File: src/rtl/eeprom_addr_ptr_pkg.sv
package eeprom_addr_ptr_pkg;

  // Strobes from the control decoder to the pointer datapath.
  // At most one of them is set in any cycle.
  typedef struct packed {
    logic doLoad;
    logic doPageInc;
    logic doArrayInc;
  } ptrStrobes_t;

endpackage

File: src/rtl/eeprom_addr_ptr_ctrl.sv
module eeprom_addr_ptr_ctrl
  import eeprom_addr_ptr_pkg::*;
(
  input  logic        loadPtr,
  input  logic        incWrite,
  input  logic        incRead,
  output ptrStrobes_t strb
);

  // Priority: load first, then the write step, then the read step.
  always_comb begin
    strb            = '0;
    strb.doLoad     = loadPtr;
    strb.doPageInc  = !loadPtr && incWrite;
    strb.doArrayInc = !loadPtr && !incWrite && incRead;
  end

  always_comb begin
    if (loadPtr) begin
      assert_load_priority_R5: assert (strb.doLoad && !strb.doPageInc && !strb.doArrayInc);
    end
    if (!loadPtr && incWrite) begin
      assert_write_over_read_R6: assert (strb.doPageInc && !strb.doArrayInc);
    end
  end

endmodule

File: src/rtl/eeprom_addr_ptr_dp.sv
module eeprom_addr_ptr_dp
  import eeprom_addr_ptr_pkg::*;
#(
  parameter int BLOCK_BITS = 3,
  parameter int WORD_BITS  = 8,
  parameter int PAGE_BITS  = 4
) (
  input  logic                             clk,
  input  logic                             rstN,
  input  ptrStrobes_t                      strb,
  input  logic [BLOCK_BITS-1:0]            loadBlock,
  input  logic [WORD_BITS-1:0]             loadWord,
  output logic [BLOCK_BITS+WORD_BITS-1:0]  ptrAddr
);

  localparam int ADDR_W = BLOCK_BITS + WORD_BITS;
  localparam int ROW_W  = ADDR_W - PAGE_BITS;

  logic [ADDR_W-1:0]    ptrQ;
  logic [ADDR_W-1:0]    ptrD;
  logic [PAGE_BITS-1:0] pageLow;
  logic [ROW_W-1:0]     pageRow;
  logic [ADDR_W-1:0]    pageStep;
  logic [ADDR_W-1:0]    arrayStep;

  assign pageLow   = ptrQ[PAGE_BITS-1:0];
  assign pageRow   = ptrQ[ADDR_W-1:PAGE_BITS];
  // The write step keeps the page row and wraps the low bits.
  assign pageStep  = {pageRow, pageLow + PAGE_BITS'(1)};
  // The read step carries through all bits.
  assign arrayStep = ptrQ + ADDR_W'(1);

  always_comb begin
    ptrD = ptrQ;
    if (strb.doLoad)          ptrD = {loadBlock, loadWord};
    else if (strb.doPageInc)  ptrD = pageStep;
    else if (strb.doArrayInc) ptrD = arrayStep;
  end

  always_ff @(posedge clk or negedge rstN) begin
    if (!rstN) ptrQ <= '0;
    else       ptrQ <= ptrD;
  end

  assign ptrAddr = ptrQ;

  assert_load_value_R1: assert property (@(posedge clk) disable iff (!rstN)
    strb.doLoad |=> ptrAddr == {$past(loadBlock), $past(loadWord)});

  assert_page_inc_R2: assert property (@(posedge clk) disable iff (!rstN)
    strb.doPageInc |=> (ptrAddr[ADDR_W-1:PAGE_BITS] == $past(ptrAddr[ADDR_W-1:PAGE_BITS]))
                    && (ptrAddr[PAGE_BITS-1:0] == $past(ptrAddr[PAGE_BITS-1:0]) + PAGE_BITS'(1)));

  assert_array_inc_R3: assert property (@(posedge clk) disable iff (!rstN)
    strb.doArrayInc |=> ptrAddr == $past(ptrAddr) + ADDR_W'(1));

  assert_hold_R4: assert property (@(posedge clk) disable iff (!rstN)
    (strb == '0) |=> $stable(ptrAddr));

  assert_strobe_onehot_R5: assert property (@(posedge clk) disable iff (!rstN)
    $onehot0(strb));

endmodule

File: src/rtl/eeprom_addr_ptr.sv
module eeprom_addr_ptr
  import eeprom_addr_ptr_pkg::*;
#(
  parameter int BLOCK_BITS = 3,
  parameter int WORD_BITS  = 8,
  parameter int PAGE_BITS  = 4
) (
  input  logic                            clk,
  input  logic                            rstN,
  input  logic                            loadPtr,
  input  logic [BLOCK_BITS-1:0]           loadBlock,
  input  logic [WORD_BITS-1:0]            loadWord,
  input  logic                            incWrite,
  input  logic                            incRead,
  output logic [BLOCK_BITS+WORD_BITS-1:0] ptrAddr
);

  ptrStrobes_t strb;

  eeprom_addr_ptr_ctrl ctrl_i (
    .loadPtr  (loadPtr),
    .incWrite (incWrite),
    .incRead  (incRead),
    .strb     (strb)
  );

  eeprom_addr_ptr_dp #(
    .BLOCK_BITS (BLOCK_BITS),
    .WORD_BITS  (WORD_BITS),
    .PAGE_BITS  (PAGE_BITS)
  ) dp_i (
    .clk       (clk),
    .rstN      (rstN),
    .strb      (strb),
    .loadBlock (loadBlock),
    .loadWord  (loadWord),
    .ptrAddr   (ptrAddr)
  );

endmodule

File: config.mk
export PLATFORM = sky130hd
export DESIGN_NAME = eeprom_addr_ptr
export DESIGN_NICKNAME = d
export VERILOG_FILES = /design/src/rtl/eeprom_addr_ptr_pkg.sv /design/src/rtl/eeprom_addr_ptr_ctrl.sv /design/src/rtl/eeprom_addr_ptr_dp.sv /design/src/rtl/eeprom_addr_ptr.sv
export SDC_FILE = /design/constraint.sdc
export NUM_CORES = 1
export LEC_CHECK = 0
export ABC_AREA = 1
export CORE_AREA = 2 2 51 53
export DETAILED_ROUTE_END_ITERATION = 10
export DIE_AREA = 0 0 53 55
export SYNTH_ARGS = -nofsm -noshare
export SYNTH_HDL_FRONTEND = slang
export SYNTH_SLANG_ARGS = --single-unit
export TNS_END_PERCENT = 20
File: constraint.sdc
create_clock -name clk -period 1.2 [get_ports clk]
set_input_delay 0.18 -clock clk [delete_from_list [all_inputs] [get_ports clk]]
set_output_delay 0.18 -clock clk [all_outputs]
set_load 0.05 [all_outputs]
Word level (Yosys, flattened, before mapping)
Index checks and enable logic that the tools add are counted.

Add/sub/neg operators: 2. Equal/unequal tests: 1. Mux-type cells: 3. Reduce and logical (&&, ||, !) cells: 8.

Operators with widths (number): 11-bit two-way mux (3); 11-bit by 1-bit adder with 11-bit output (second input constant) (1); 4-bit by 1-bit adder with 4-bit output (second input constant) (1); 1-bit logical AND (3); 3-bit nonzero test (1); 1-bit zero test (2); 2-bit != test (second input constant) (1); 2-bit AND reduction (1); 2-bit nonzero test (1).

Register bits: 11. Input port bits: 16. Output and inout port bits: 11. Word-level logic and storage cells: 16.

Depth between registers and ports, before layout
Gate-level depths: netlist of the first run.

Depth in word-level cells: 6. Gate-level depth with buffers: 9. Depth with buffers taken out: 9.

Cells and area by module
Synthesis of the first run repeated with hierarchy kept, for this count alone.

Cells, all modules: 131. Area, all modules: 857.1 µm².

Modules (own cells, without submodules): eeprom_addr_ptr_dp (times used 1, cells an instance 125, area an instance 828.3 µm², sequential area each 275.3 µm²); eeprom_addr_ptr_ctrl (times used 1, cells an instance 6, area an instance 28.8 µm², sequential area each 0.0 µm²).

Least setup slack after synthesis of the first run
No wires, ideal clock.

Path kind: register -> register. Start: register dp_i.ptrQ[0] (netlist: dp_i.ptrAddr[0]). End: register dp_i.ptrQ[8] (netlist: dp_i.ptrAddr[8]). Library setup time: 0.118 ns. Arrival time: 1.484 ns. Data required time: 1.082 ns. Slack: -0.402 ns. Stages on the path, launching flop included: 9. Buffers on the path: 0. Period minus slack after synthesis: 1.602 ns. Cell sequence: dfrtp_1 > ha_1 > nand2_2 > nor2_1 > nand3_1 > nand3_1 > nand2_1 > nand2_1 > nand2_1.

Longest elaborated chain between the ends: 4.

Ends and longest elaborated chain: start, declared (RTL line eeprom_addr_ptr_dp.sv:19) `logic [ADDR_W-1:0] ptrQ;`; start signal, assigned (RTL line eeprom_addr_ptr_dp.sv:42) `else ptrQ <= ptrD;`; 11-bit by 1-bit adder with 11-bit output (RTL line eeprom_addr_ptr_dp.sv:31) `assign arrayStep = ptrQ + ADDR_W'(1);`; 11-bit two-way mux (RTL line eeprom_addr_ptr_dp.sv:37) `else if (strb.doArrayInc) ptrD = arrayStep;`; 11-bit two-way mux (RTL line eeprom_addr_ptr_dp.sv:36) `else if (strb.doPageInc) ptrD = pageStep;`; 11-bit two-way mux (RTL line eeprom_addr_ptr_dp.sv:35) `if (strb.doLoad) ptrD = {loadBlock, loadWord};`.

Every way passes these cells. The select of a mux whose other input is x is not followed. A chain may end at the register's enable or synchronous reset.

Worst setup path in the final report of the first run
Ends and elaborated chain as after synthesis.

==> results of run 1 <==
through the flow:
step | setup slack (ns) | instances | area (um^2) | setup TNS, ns | hold WS, ns
finish | -0.00269 | 181 | 1390 | -0.00269 | 0.222
global route | -0.0773 | 181 | 1390 | -0.319 | 0.228
CTS | -0.0114 | 178 | 1320 | -0.0185 | 0.228
detailed placement | -0.243 | 172 | 1270 | -2.25 | 0.514
global placement | -0.191 | 172 | 1270 | -1.71 | 0.498
floorplan | -0.137 | 106 | 793 | -0.356 | -0.116
cells by family (layout without fill, tap and decap cells):
family                   count (synthesis)  after routing  synth area share [%]
AND/OR/NAND/NOR                         54             54                  32.6
XOR/XNOR                                 1              1                  1.15
adder cells (fa/ha/maj)                  1              1                  1.64
AO/OA/AOI/OAI                           25             25                  20.5
buffers and inverters                   14             59                  8.03
flip-flops                              11             11                  36.1
power breakdown:
group / leakage [nW] / total, mW / switching, mW / internal [mW]
clock: 0.0150 / 0.258 / 0.129 / 0.129
sequential: 0.123 / 0.532 / 0.103 / 0.430
combinational: 0.479 / 0.802 / 0.401 / 0.401
total: 0.616 / 1.59 / 0.633 / 0.960
placed cells by master (no fill, tap or decap), drive strengths merged:
cell type / instances
a21oi: 12
a22oi: 2
a31oi: 1
a32oi: 1
buf: 28
clkbuf: 4
clkdlybuf4s50: 14
dfrtp: 11
dlymetal6s2s: 1
ha: 1
inv: 12
nand2: 27
nand3: 10
nor2: 16
nor3: 1
o211ai: 2
o21a: 1
o21ai: 5
o21bai: 1
xor2: 1
what timing repair did:
| action | 4_1_cts | 5_1_grt |
|---|---|---|
| pin swaps | 6 | 7 |
| buffers inserted | 2 | 3 |
| resized for setup | 2 | 7 |
| hold endpoints to repair | 0 | 0 |
| endpoints found under the setup margin | 4 | 12 |
area by class of cell:
class | count | area, um^2
fillers | 235 | 978
flip-flops and latches | 11 | 285
well taps | 30 | 37.5
clock buffers | 4 | 26.3
multi-input cells | 81 | 472
repair buffers | 43 | 520
inverters | 12 | 45.0
how the worst max path moves through the flow:
stage,endpoint,from,slack [ns],cells past startpoint
finish,dp_i.ptrAddr[8]$_DFFE_PN0P_,dp_i.ptrAddr[0]$_DFFE_PN0P_,-0.003,9
global route,dp_i.ptrAddr[3]$_DFFE_PN0P_,dp_i.ptrAddr[0]$_DFFE_PN0P_,-0.08,6
CTS,dp_i.ptrAddr[4]$_DFFE_PN0P_,dp_i.ptrAddr[0]$_DFFE_PN0P_,-0.01,5
detailed placement,dp_i.ptrAddr[6]$_DFFE_PN0P_,loadPtr,-0.24,5
global placement,dp_i.ptrAddr[4]$_DFFE_PN0P_,incWrite,-0.19,6
floorplan,dp_i.ptrAddr[8]$_DFFE_PN0P_,dp_i.ptrAddr[0]$_DFFE_PN0P_,-0.14,8
routing by layer:
metal  vias to the layer above  global-route usage, %
li1                        444                      -
met1                       413                   18.6
met2                        32                   32.1
met3                         9                   2.96
met4                         0                   8.12
met5                         -                      0
==> metrics.md, run 1 <==
| Metric | Value |
|---|---|
| CTS H-Tree Depth | `1` |
| Reg2reg end | `dp_i.ptrAddr[8]$_DFFE_PN0P_` |
| Iter 0 DRT Violations | `19` |
| Reg2Reg Depth | `9` |
| Routed len/inst | `12.3 um` |
| Final Setup Violations | `1` |
| Outcome | `finished, violations left` |
| GRT overflow | `0` |
| Max-slew violations | `0` |
| EDFF count, synth | `0` |
| Post-synth top cells | `nand2_1, nor2_1, a21oi_1, dfrtp_1, inv_1` |
| Hold WC Path Type | `input port to asynchronous set/reset pin` |
| Starting density of the core | `32.3%` |
| Worst-Margin Slew | `0.280 ns` |
| Wl on met1 | `882 um` |
| CTS tree | `built` |
| Most common cell in the synthesized netlist | `nand2_1` |
| Fraction of registers with async set/reset | `100%` |
| First-pass GRT wire length | `3590 um` |
| PortBufs | `26` |
| Synth Flop Type | `dfrtp_1` |
| Root Buffer | `clkbuf_4` |
| CP startpoint kind | `register` |
| Largest net degree at the start of global routing | `12` |
| Die area | `0.00292 mm^2` |
| # rows | `18` |
| Clk buf depth | `2` |
| Synth top area cells | `dfrtp_1, nand2_1, a21oi_1` |
| Total number of vias | `898` |
| Total of max-cap violations | `0` |
| Die W | `53 um` |
| Syn Nets | `123` |
| Crit path largest cell delay | `0.44 ns` |
| CTS buffer count | `3` |
| Cell taking the most area after synthesis | `dfrtp_1` |
| N_diodes | `0` |
| Share of the synthesized area in the top cell type | `36.1%` |
| I/O pin count | `27` |
| Vias per cell | `4.96` |
| Fmax | `831 MHz` |
| WP data required | `1.36 ns` |
| Flops & latches, synth | `11` |
| Netlist Area Pre-Place | `763 um^2` |
| Residual DRC | `0` |
| Avg Cell Area, Syn | `7.20 um^2` |
| Initial antenna violation count | `0` |
| Cells after synthesis | `106` |
| Final #Nets | `169` |
| Violated checks | `negative setup slack` |
| Fin crit share | `100%` |
| Max reg flops | `11` |
| Critical path's slowest cell | `dfrtp_2` |
| GP Congestion | `0.865` |
| P_leak | `0.616 nW` |
| CTS sink count | `11` |
| Met2 wire len | `1150 um` |
| Post-synth cell types | `24` |
| PD cells | `1150 mW/mm^2` |
| Layout cells sized above 1 | `35.8%` |
| Final min period | `1.20 ns` |
| CP delay by family, top | `simple AND/OR/NAND/NOR gates` |
| WS Path Type | `register to register` |
| Unrepaired setup endpoints after global routing | `true` |
| Layout area overhead | `81.6%` |
| # hold bufs at CTS | `0` |
| Die height | `55 um` |
| Final WL | `2220 um` |
| Yosys warnings | `0` |
| Critical path buffers and inverters | `0` |
| Post-synthesis sequential area ratio | `36.1%` |
| DPL Wire Length | `1670 um` |
| R2R setup slack | `-0.003 ns` |
| Clk pin slew, worst setup/hold paths | `0.07 ns` |
| Final-report hold violation count | `0` |
| Drt first pass iters | `4` |
| Crit Path Max Fanout | `5` |
| Pwr Total | `1.59 mW` |
| Critical Path End Type | `register` |
| R2r startpoint | `dp_i.ptrAddr[0]$_DFFE_PN0P_` |
| Max_slew headroom | `81.3%` |
| Global-route usage over all layers | `17.1%` |
| Final setup margin | `-0.00269 ns` |
| Clock skew | `0.00491 ns` |
| CP arrival | `1.37 ns` |
| CP dominant cell by count | `nand2_1` |
| CP Cell Sequence | `ha_4 -> nand2_4 -> nor2_4 -> nand2_1 -> nand2_1 -> nand3_1 -> nand2_1 -> nand2_1 -> nand2_1` |
| Vias in the first global route | `848` |
| Top sig layer | `met4` |
| Maximum vdd drop | `0.000801 V` |
| Met3 wire length | `120 um` |
| Worst-skew pair later-pin latency | `0.27 ns` |
| Core footprint | `0.00236 mm^2` |
| Core Util, Final | `58.6%` |
| Antenna-violating nets left | `0` |
Note: power is estimated with default switching activity, not from simulation.
==> run 2, diff against run 1 <==
CORE_AREA = 2 2 54 56   (was 2 2 51 53)
DIE_AREA = 0 0 56 58   (was 0 0 53 55)
HOLD_SLACK_MARGIN = 0.08   (was unset)
SYNTH_HIERARCHICAL = 1   (was unset)
==> metrics.md, run 2 <==
| Metric | Value |
|---|---|
| # rows | `19` |
| Vias in the first global route | `913` |
| Cell taking the most area after synthesis | `dfrtp_1` |
| Post-synthesis mux area share | `0%` |
| Clk pin slew, worst setup/hold paths | `0.08 ns` |
| Max-slew violations | `0` |
| Hold WC Path Type | `input port to asynchronous set/reset pin` |
| WS Path Type | `register to primary output` |
| Final Setup Violations | `0` |
| Starting density of the core | `32.2%` |
| Synth top area cells | `dfrtp_1, nand2_1, inv_1` |
| Die height | `58 um` |
| Root Buffer | `clkbuf_4` |
| Final min period | `1.20 ns` |
| Vias per cell | `4.62` |
| GP Congestion | `0.829` |
| Post-Synth Simple-Gate Area | `39.3%` |
| Die area | `0.00325 mm^2` |
| # hold bufs at CTS | `0` |
| Fillers | `272` |
| Max reg flops | `11` |
| Int Pwr | `0.974 mW` |
| Flops & latches, synth | `11` |
| Syn Nets | `148` |
| Post-synthesis sequential area ratio | `32.1%` |
| N_diodes | `0` |
| Complex-gate fraction of the synthesized area | `13.0%` |
| Most frequent cells in the layout | `nand2_1, inv_1, buf_12, clkdlybuf4s50_1, nor2_1` |
| CTS buffer count | `3` |
| Clock skew | `0.00476 ns` |
| Placed Cells | `192` |
| Largest net degree at the start of global routing | `12` |
| Fraction of registers with async set/reset | `100%` |
| Die W | `56 um` |
| CTS tree | `built` |
| Max_slew headroom | `85.5%` |
| Layout cells sized above 1 | `37.6%` |
| Proportion of power drawn by the clock network | `16.1%` |
| Cells after synthesis | `131` |
| Seq pwr share | `31.9%` |
| CTS sink count | `11` |
| CTS H-Tree Depth | `1` |
| Sw Share | `41.1%` |
| DPL Wire Length | `1620 um` |
| PortBufs | `26` |
| Antenna-violating nets left | `0` |
| Netlist Area Pre-Place | `857 um^2` |
| Dpl cell area | `0.00132 mm^2` |
| Layout Cells excl Fill | `201` |
| CP arrival | `1.02 ns` |
| Final-report hold violation count | `0` |
| Maximum vdd drop | `0.000882 V` |
| Unrepaired setup endpoints after global routing | `true` |
| Adder-cell share of the synthesized area | `1.46%` |
| Routed len/inst | `10.6 um` |
| Initial antenna violation count | `0` |
| Clk buf depth | `2` |
| Worst-Margin Slew | `0.215 ns` |
| Core footprint | `0.00266 mm^2` |
| Largest family of logic cells by synthesized area | `simple AND/OR/NAND/NOR gates` |
| Outcome | `finished, final reports clean` |
| Final Cell Area | `0.00144 mm^2` |
| Total number of vias | `929` |
| Most common cell in the synthesized netlist | `nand2_1` |
| Final WL | `2130 um` |
| Xor/xnor share of the synthesized area | `0%` |
| EDFF count, synth | `0` |
| Critical Path End Type | `primary output` |
| PD cells | `1150 mW/mm^2` |
| P_sw | `0.680 mW` |
| Post-synth cell types | `23` |
| Avg Cell Area, Syn | `6.54 um^2` |
| Pwr Total | `1.65 mW` |
| Fin crit share | `99.6%` |
| Yosys warnings | `6` |
| P_leak | `0.691 nW` |
| CP startpoint kind | `register` |
| Post-synth top cells | `nand2_1, inv_1, dfrtp_1, nand3_1, nor2_1` |
| Iter 0 DRT Violations | `15` |
| First-pass GRT wire length | `3760 um` |
| Global-route usage over all layers | `14.7%` |
| Total of max-cap violations | `0` |
| Drt first pass iters | `4` |
| Worst-skew pair later-pin latency | `0.27 ns` |
| Synth Flop Type | `dfrtp_1` |
| Hold_ws | `0.203 ns` |
| I/O pin count | `27` |
| Final #Nets | `188` |
| Crit Path Max Fanout | `4` |
| Residual DRC | `0` |
| WP data required | `1.02 ns` |
| GRT overflow | `0` |
| Share of the synthesized area in the top cell type | `32.1%` |
| Commonest non-fill, non-tap cell in the layout | `nand2_1` |
| Layout area overhead | `68.2%` |
| Fmax | `837 MHz` |
| Gate power share | `51.9%` |
==> run 2: cell types whose count changed after synthesis, sizes merged, moves of 2 or more <==
cell   delta
a21oi     -9
a22oi     -2
buf       +2
inv      +10
nand2    +21
nand3     +2
o21ai     +7
==> run 2: power by group through the flow <==
stage | Clock (mW) | Sequential, mW | Combinational [mW]
2_1_floorplan | 0 | 0.701 | 0.249
3_3_place_gp | 0 | 0.531 | 0.811
3_5_place_dp | 0 | 0.533 | 0.824
5_1_grt | 0.309 | 0.538 | 0.924
4_1_cts | 0.279 | 0.527 | 0.850
6_report | 0.267 | 0.528 | 0.859
==> run 2: critical path: stages, from the launching register on <==
cell and delay, ns:
dfrtp_2 0.45, buf_4 0.16, buf_12 0.14
==> run 2: final timing paths <==
check | depth (start not counted) | startpoint | to | slack (ns)
setup / recovery | 2 | dp_i/ptrAddr[1]$_DFFE_PN0P_ | ptrAddr[1] | 0.005
hold / removal | 2 | rstN | dp_i/ptrAddr[1]$_DFFE_PN0P_ | 0.20
setup reg to reg | 8 | dp_i/ptrAddr[1]$_DFFE_PN0P_ | dp_i/ptrAddr[8]$_DFFE_PN0P_ | 0.02
hold reg to reg | 2 | dp_i/ptrAddr[5]$_DFFE_PN0P_ | dp_i/ptrAddr[5]$_DFFE_PN0P_ | 0.59
max in group asynchronous | 2 | rstN | dp_i/ptrAddr[6]$_DFFE_PN0P_ | 0.82
min in group clk | 4 | loadPtr | dp_i/ptrAddr[1]$_DFFE_PN0P_ | 0.36
==> run 2: metrics by stage <==
stage | worst slack (ns) | utilization, % | TNS [ns]
floorplan | -0.0952 | - | -0.184
global placement | -0.400 | 49.5 | -3.52
detailed placement | -0.460 | 49.5 | -3.95
CTS | -0.00970 | 52.7 | -0.0207
global route | -0.0548 | 54.1 | -0.288
finish | 0.00455 | 54.1 | 0
==> run 2: what timing repair did <==
action	4_1_cts	5_1_grt
endpoints found under the setup margin	12	10
setup buffers	4	1
gates resized for setup	9	12
cloned	0	0
pin swaps	11	9
==> run 2: kinds of logic (layout without fill, tap and decap cells) <==
| logic type | Yosys count | after routing |
|---|---|---|
| AO/OA/AOI/OAI | 17 | 17 |
| adder cells (fa/ha/maj) | 1 | 1 |
| flip-flops | 11 | 11 |
| buffers and inverters | 27 | 66 |
| AND/OR/NAND/NOR | 75 | 75 |
==> run 2: area by class of cell <==
cell class	instances	area (um^2)	share of cell area, %
Timing Repair Buffer	39	484	33.6
Multi-Input combinational cell	93	520	36.1
Inverter	23	86.3	5.99
Tap cell	31	38.8	2.69
Sequential cell	11	285	19.8
Clock buffer	4	26.3	1.82
==> run 2: metal layers <==
metal	wire (um)	GRT usage [%]
met2	1060	25.2
met1	958	18.2
met3	95	3.79
met4	10	4.42
met5	0	0
==> run 3, diff against run 2 <==
HOLD_SLACK_MARGIN = unset   (was 0.08)
==> results of run 3 <==
Same layout as run 2: the final DEF is identical, and so are final timing and power.
